===== src/rtl/masked_lzc512.sv =====
module masked_lzc512 #(
  parameter int LANES  = 8,
  parameter int LANE_W = 64
) (
  input  logic                    clk,
  input  logic                    rst_n,
  input  logic                    in_valid,
  input  logic [LANES*LANE_W-1:0] src_vec,
  input  logic [LANES*LANE_W-1:0] pass_vec,
  input  logic [LANES-1:0]        lane_mask,
  input  logic                    merge_mode,
  output logic                    out_valid,
  output logic [LANES*LANE_W-1:0] result
);
  localparam int CNT_W = $clog2(LANE_W) + 1;
  localparam int PAD_W = LANE_W - CNT_W;
  localparam int VEC_W = LANES * LANE_W;

  logic [VEC_W-1:0] next_res;

  for (genvar g = 0; g < LANES; g++) begin : g_lane
    logic [LANE_W-1:0] word;
    logic [LANE_W-1:0] filler;
    logic [CNT_W-1:0]  cnt;

    assign word   = src_vec[g*LANE_W +: LANE_W];
    assign filler = merge_mode ? pass_vec[g*LANE_W +: LANE_W] : '0;

    always_comb begin
      logic seen;
      seen = 1'b0;
      cnt  = '0;
      for (int b = LANE_W - 1; b >= 0; b--) begin
        if (!seen) begin
          if (word[b]) seen = 1'b1;
          else         cnt  = cnt + 1'b1;
        end
      end
    end

    assign next_res[g*LANE_W +: LANE_W] = lane_mask[g] ? {{PAD_W{1'b0}}, cnt} : filler;

    assert_count_pad_R3: assert property (@(posedge clk) disable iff (!rst_n)
      (in_valid && lane_mask[g]) |=> (result[g*LANE_W+CNT_W +: PAD_W] == '0));

    assert_count_limit_R4: assert property (@(posedge clk) disable iff (!rst_n)
      (in_valid && lane_mask[g]) |=> (result[g*LANE_W +: LANE_W] <= LANE_W));

    assert_msb_zero_R5: assert property (@(posedge clk) disable iff (!rst_n)
      (in_valid && lane_mask[g] && src_vec[g*LANE_W+LANE_W-1]) |=>
        (result[g*LANE_W +: LANE_W] == '0));

    assert_zeroing_R6: assert property (@(posedge clk) disable iff (!rst_n)
      (in_valid && !lane_mask[g] && !merge_mode) |=> (result[g*LANE_W +: LANE_W] == '0));

    assert_merging_R7: assert property (@(posedge clk) disable iff (!rst_n)
      (in_valid && !lane_mask[g] && merge_mode) |=>
        (result[g*LANE_W +: LANE_W] == $past(pass_vec[g*LANE_W +: LANE_W])));
  end

  always_ff @(posedge clk or negedge rst_n) begin
    if (!rst_n) begin
      out_valid <= 1'b0;
      result    <= '0;
    end else begin
      out_valid <= in_valid;
      if (in_valid) result <= next_res;
    end
  end

  assert_valid_follow_R2: assert property (@(posedge clk) disable iff (!rst_n)
    in_valid |=> out_valid);

  assert_valid_drop_R2: assert property (@(posedge clk) disable iff (!rst_n)
    !in_valid |=> !out_valid);

  assert_hold_R8: assert property (@(posedge clk) disable iff (!rst_n)
    !in_valid |=> $stable(result));

  always @(posedge clk) begin
    if (!rst_n) assert_reset_R1: assert (!out_valid && result == '0);
  end
endmodule


===== config.mk =====
export PLATFORM = sky130hd
export DESIGN_NAME = masked_lzc512
export DESIGN_NICKNAME = d
export VERILOG_FILES = /design/src/rtl/masked_lzc512.sv
export SDC_FILE = /design/constraint.sdc
export NUM_CORES = 2
export LEC_CHECK = 0
export BUFFER_PORTS_ARGS = -buffer_cell sky130_fd_sc_hd__buf_2
export CAP_MARGIN = 20
export CELL_PAD_IN_SITES_DETAIL_PLACEMENT = 2
export CELL_PAD_IN_SITES_GLOBAL_PLACEMENT = 2
export CORE_AREA = 3 3 603 605
export CTS_BUF_LIST = sky130_fd_sc_hd__clkbuf_4
export CTS_CLUSTER_SIZE = 10
export DETAILED_ROUTE_END_ITERATION = 8
export DIE_AREA = 0 0 606 608
export PLACE_DENSITY = 0.76
export SLEW_MARGIN = 40
export SYNTH_ARGS = -nofsm -noshare
export SYNTH_HDL_FRONTEND = slang
export SYNTH_SLANG_ARGS = --single-unit

===== constraint.sdc =====
create_clock -name clk -period 0.8 [get_ports clk]
set_input_delay 0.04 -clock clk [delete_from_list [all_inputs] [get_ports clk]]
set_output_delay 0.04 -clock clk [all_outputs]
set_load 0.01 [all_outputs]

==> summary.txt, run 1 <==
Die W - 606 um
number of synthesized flops with an enable pin - 0
cell count after synthesis - 12,700
top cells by count, synth - sky130_fd_sc_hd__nand2_1 (1,633), sky130_fd_sc_hd__nor2_1 (1,299), sky130_fd_sc_hd__o21ai_0 (998)
level count of the clock H-tree - 4
Tool Error - [ERROR DPL-0033] detailed placement checks failed during check placement.
asr flop ratio synth - 100%
top-count cell post-synth - sky130_fd_sc_hd__nand2_1
distinct cell type count after synthesis - 124
largest cells by area after synthesis - sky130_fd_sc_hd__dfrtp_1 (14%), sky130_fd_sc_hd__xnor2_1 (9.4%), sky130_fd_sc_hd__nand2_1 (6.8%)
synthesis warning total - 0
Detail Placement HPWL - 615 mm
last step reached - clock tree synthesis
cell area reported after detailed placement - 0.144 mm^2
number of port buffers - 1,548
buffer type at the clock tree root - sky130_fd_sc_hd__clkbuf_4
post-CTS setup buffer count - 342
GPL Wtd Cong - 1.02
number of hold buffers added after CTS - 1,225
die outline height - 608 um
top_reg_cell synth - sky130_fd_sc_hd__dfrtp_1
synthesis-stage register bit count - 513
post-cts sizing count - 865
TritonCTS Buffers - 163
CTS sink cnt - 513
portion of synthesized cell area occupied by the leading cell type - 14.3%
result of the run - stopped before the end
post-synthesis area per instance - 7.09 um^2
Synth area leader - sky130_fd_sc_hd__dfrtp_1
synthesized area - 0.0900 mm^2
total number of placement rows - 220
proportion of synthesized chip area in sequential cells - 14.3%
# placed instances - 23,600
maximum buffer depth of the clock tree - 4
effective utilization at floorplan - 25.1%
syn_nets - 14,200
ports placed on the boundary - 1,549
==> kinds of logic after synthesis <==
kind of cell | count (synthesis) | synth area share, %
adder cells (fa/ha/maj) | 533 | 7.27
AO/OA/AOI/OAI | 2943 | 20.3
AND/OR/NAND/NOR | 5406 | 29.3
XOR/XNOR | 1640 | 19.0
buffers and inverters | 1261 | 5.33
flip-flops | 513 | 14.3
multiplexers | 391 | 4.54
==> per-stage QoR <==
stage | setup WS (ns) | util [%] | setup TNS [ns]
2_1_floorplan | -34.37 | - | -1513.91
3_3_place_gp | -36.04 | 40.2 | -1896.61
3_5_place_dp | -40.94 | 40.2 | -2118.54
==> inputs of run 2 (changes only) <==
- CELL_PAD_IN_SITES_DETAIL_PLACEMENT: 2 -> unset
- CELL_PAD_IN_SITES_GLOBAL_PLACEMENT: 2 -> unset
- CTS_BUF_LIST: sky130_fd_sc_hd__clkbuf_4 -> unset
- CTS_CLUSTER_SIZE: 10 -> unset
- PLACE_DENSITY: 0.76 -> unset
- PLACE_DENSITY_LB_ADDON: unset -> 0.15
- clock period: 0.8 -> 1.05 ns (I/O delays scaled with it)
==> run 2 against run 1 <==
The flow now finishes, with violations (negative hold slack, negative setup slack). Synthesized area unchanged. Synthesized cell count did not move.
==> summary.txt, run 2 <==
classification of the worst setup path - in2reg
asr flop ratio synth - 100%
number of maximum-capacitance violations - 0
headroom to the max-slew limit - 55.5%
setup-violating endpoint count in the final report - 1,264
wire length per cell after detailed routing - 20.7 um
largest net degree at the start of global routing - 80
proportion of synthesized chip area in sequential cells - 14.3%
endpoints failing hold - 1
area growth from synthesis to final layout - 81.8%
number of global-route vias before repair - 114,000
endpoint arrival time on the critical path - 36.35 ns
DRC marker count from the first detailed-route iteration - 7,160
GPL Wtd Cong - 1.08
Largest regs - result x512, out_valid x1
utilization of the core after routing - 45.6%
Synth area leader - sky130_fd_sc_hd__dfrtp_1
clock tree from TritonCTS - yes
synthesis-stage register bit count - 513
antenna violations before repair - 306
detailed-route wire length - 521 mm
Final Max Tran Viols - 0
synthesized area - 0.0900 mm^2
level count of the clock H-tree - 3
Lkg Pwr - 75.0 nW
core footprint - 0.359 mm^2
cell count after synthesis - 12,700
critical path fanouts, max - 3
most frequent cell on the critical path - sky130_fd_sc_hd__ha_1
portion of synthesized cell area occupied by the leading cell type - 14.3%
share of post-route cells with drive strength above 1 - 43.0%
Max Fclk - 28.0 MHz
TritonCTS Buffers - 73
Crit path required time - 1.70 ns
CTS sink cnt - 513
syn_nets - 14,200
origin of the critical flop-to-flop path - result[200]$_DFFE_PN0P_
crit path capture type - flip-flop
top_reg_cell synth - sky130_fd_sc_hd__dfrtp_1
result of the run - finished with violations
final worst-path setup slack - -34.65 ns
synthesis warning total - 0
ports placed on the boundary - 1,549
maximum buffer depth of the clock tree - 4
Period minus WS final - 35.70 ns
total number of placement rows - 220
top register by number of flip-flops - result
Tightest Hold Check Type - in2reg
Worst-Margin Slew - 0.661 ns
first-pass GRT wire length - 741 mm
per-cell via count in the routed design - 4.74
Total Routing Usage GR - 26.8%
Die W - 606 um
Hold Startpoint - src_vec[65]
clock skew - 0 ns
setup repair after global routing missed its margin - true
clock-pin slew on the worst setup and hold paths - 0.06 ns
top-count cell post-synth - sky130_fd_sc_hd__nand2_1
distinct cell type count after synthesis - 124
top cells by count, synth - sky130_fd_sc_hd__nand2_1 (1,633), sky130_fd_sc_hd__nor2_1 (1,299), sky130_fd_sc_hd__o21ai_0 (998)
Max stage delay on crit path - 0.39 ns
peak supply drop - 1.01 mV
DRC violation count after routing - 0
number of synthesized flops with an enable pin - 0
leading cell types in the layout, fill and taps excluded - sky130_fd_sc_hd__buf_4 (5,292), sky130_fd_sc_hd__nand2_1 (1,506), sky130_fd_sc_hd__buf_2 (1,484), sky130_fd_sc_hd__nor2_1 (1,200), sky130_fd_sc_hd__xnor2_1 (936)
die outline height - 608 um
Worst Setup SP - src_vec[318]
post-detailed-route count of antenna-violating nets - 0
failing checks - negative hold slack, negative setup slack
worst hold slack - -0.0983 ns
most common cell after layout, fill and taps aside - sky130_fd_sc_hd__buf_4
post-synthesis area per instance - 7.09 um^2
Filler cells - 36,800
number of port buffers - 1,548
clock insertion delay at the later pin of the skew report - 0.77 ns
largest cells by area after synthesis - sky130_fd_sc_hd__dfrtp_1 (14%), sky130_fd_sc_hd__xnor2_1 (9.4%), sky130_fd_sc_hd__nand2_1 (6.8%)
number of flip-flops in the largest register - 512
via count of the routed design - 119,000
total grt overflow - 0
effective utilization at floorplan - 25.1%
number of iterations in the first detailed-routing pass - 5
buffer type at the clock tree root - sky130_fd_sc_hd__clkbuf_16
Setup Slack @ Placement - -36.00 ns
library cell contributing the largest single delay on the critical path - sky130_fd_sc_hd__or3_1
final clock period utilization by the worst path - 3400%
Detail Placement HPWL - 447 mm
area of the die - 0.368 mm^2
Cell Pwr Density - 584 mW/mm^2
multi-input combinational cell area - 0.0803 mm^2
kind of start point of the critical path - input port
NumNets Final - 21,600
storage element area - 0.0129 mm^2
[run 2: cell counts after synthesis]
No cell type changed its count.
[run 2: path summary, 6_finish.rpt]
kind	end	slack, ns	cells past startpoint
hold reg to reg	result[64]$_DFFE_PN0P_	0.49	2
hold / removal	result[64]$_DFFE_PN0P_	-0.1	5
setup reg to reg	result[200]$_DFFE_PN0P_	0.08	2
min in group asynchronous	result[107]$_DFFE_PN0P_	0.73	4
max in group asynchronous	result[434]$_DFFE_PN0P_	-0.40	5
setup / recovery	result[262]$_DFFE_PN0P_	-34.65	217
[run 2: area by class of cell]
cell class | count | area share [%]
repair buffers | 7764 | 35.5
well taps | 4773 | 3.65
multi-input cells | 10900 | 49.1
diodes | 209 | 0.320
flip-flops and latches | 513 | 7.87
clock buffers | 97 | 1.28
inverters | 863 | 1.99
clock inverters | 30 | 0.278
[run 2: per-layer routing]
metal / track usage, % / part of all wire (%) / vias up
li1: - / - / 59800
met1: 35.1 / 44 / 55500
met2: 38.8 / 41 / 3014
met3: 8.99 / 9.1 / 800
met4: 13.7 / 5.8 / 134
met5: 0 / 0.17 / -
[run 2: kinds of logic after synthesis]
family / Yosys count / share of synthesized area [%]
fa+ha+maj: 533 / 7.27
mux: 391 / 4.54
compound gates: 2943 / 20.3
flops: 513 / 14.3
simple gates: 5406 / 29.3
xor+xnor: 1640 / 19.0
buf+inv: 1261 / 5.33
[run 2: what timing repair did]
action	CTS	global route
pin swaps	243	864
hold buffers	780	4
buffers inserted	241	261
endpoints found under the setup margin	569	1372
gates resized for setup	222	876
endpoints found under the hold margin	1026	3
[run 2: power by group]
part	total, mW	switching [mW]	internal, mW
clock network	27.8	11.3	16.5
logic	45.6	22.1	23.6
registers	22.2	1.22	21.0
[run 2: worst max-delay path: cells and delay by family]
family | cells | cell delay (ns)
AND/OR/NAND/NOR | 47 | 4.45
AO/OA/AOI/OAI | 61 | 8.50
XOR/XNOR | 3 | 0.45
buffers and inverters | 8 | 0.48
adder cells (fa/ha/maj) | 60 | 15.67
multiplexers | 38 | 6.67
[run 2: per-stage QoR]
| stage | setup TNS, ns | instance area (um^2) | std cells | hold slack (ns) | total power, mW |
|---|---|---|---|---|---|
| final | -1847.87 | 164000 | 25200 | -0.0983 | 95.6 |
| after floorplan | -1488.00 | 93700 | 12700 | -0.243 | 37.7 |
| after detailed placement | -1655.83 | 144000 | 23600 | 0.0359 | 59.3 |
| after CTS | -1842.04 | 157000 | 24700 | -0.126 | 92.0 |
| after global routing | -1969.81 | 163000 | 25100 | -0.146 | 101 |
| after global placement | -1639.15 | 144000 | 23600 | 0.0346 | 59.1 |
Note: power is estimated with default switching activity, not from simulation.
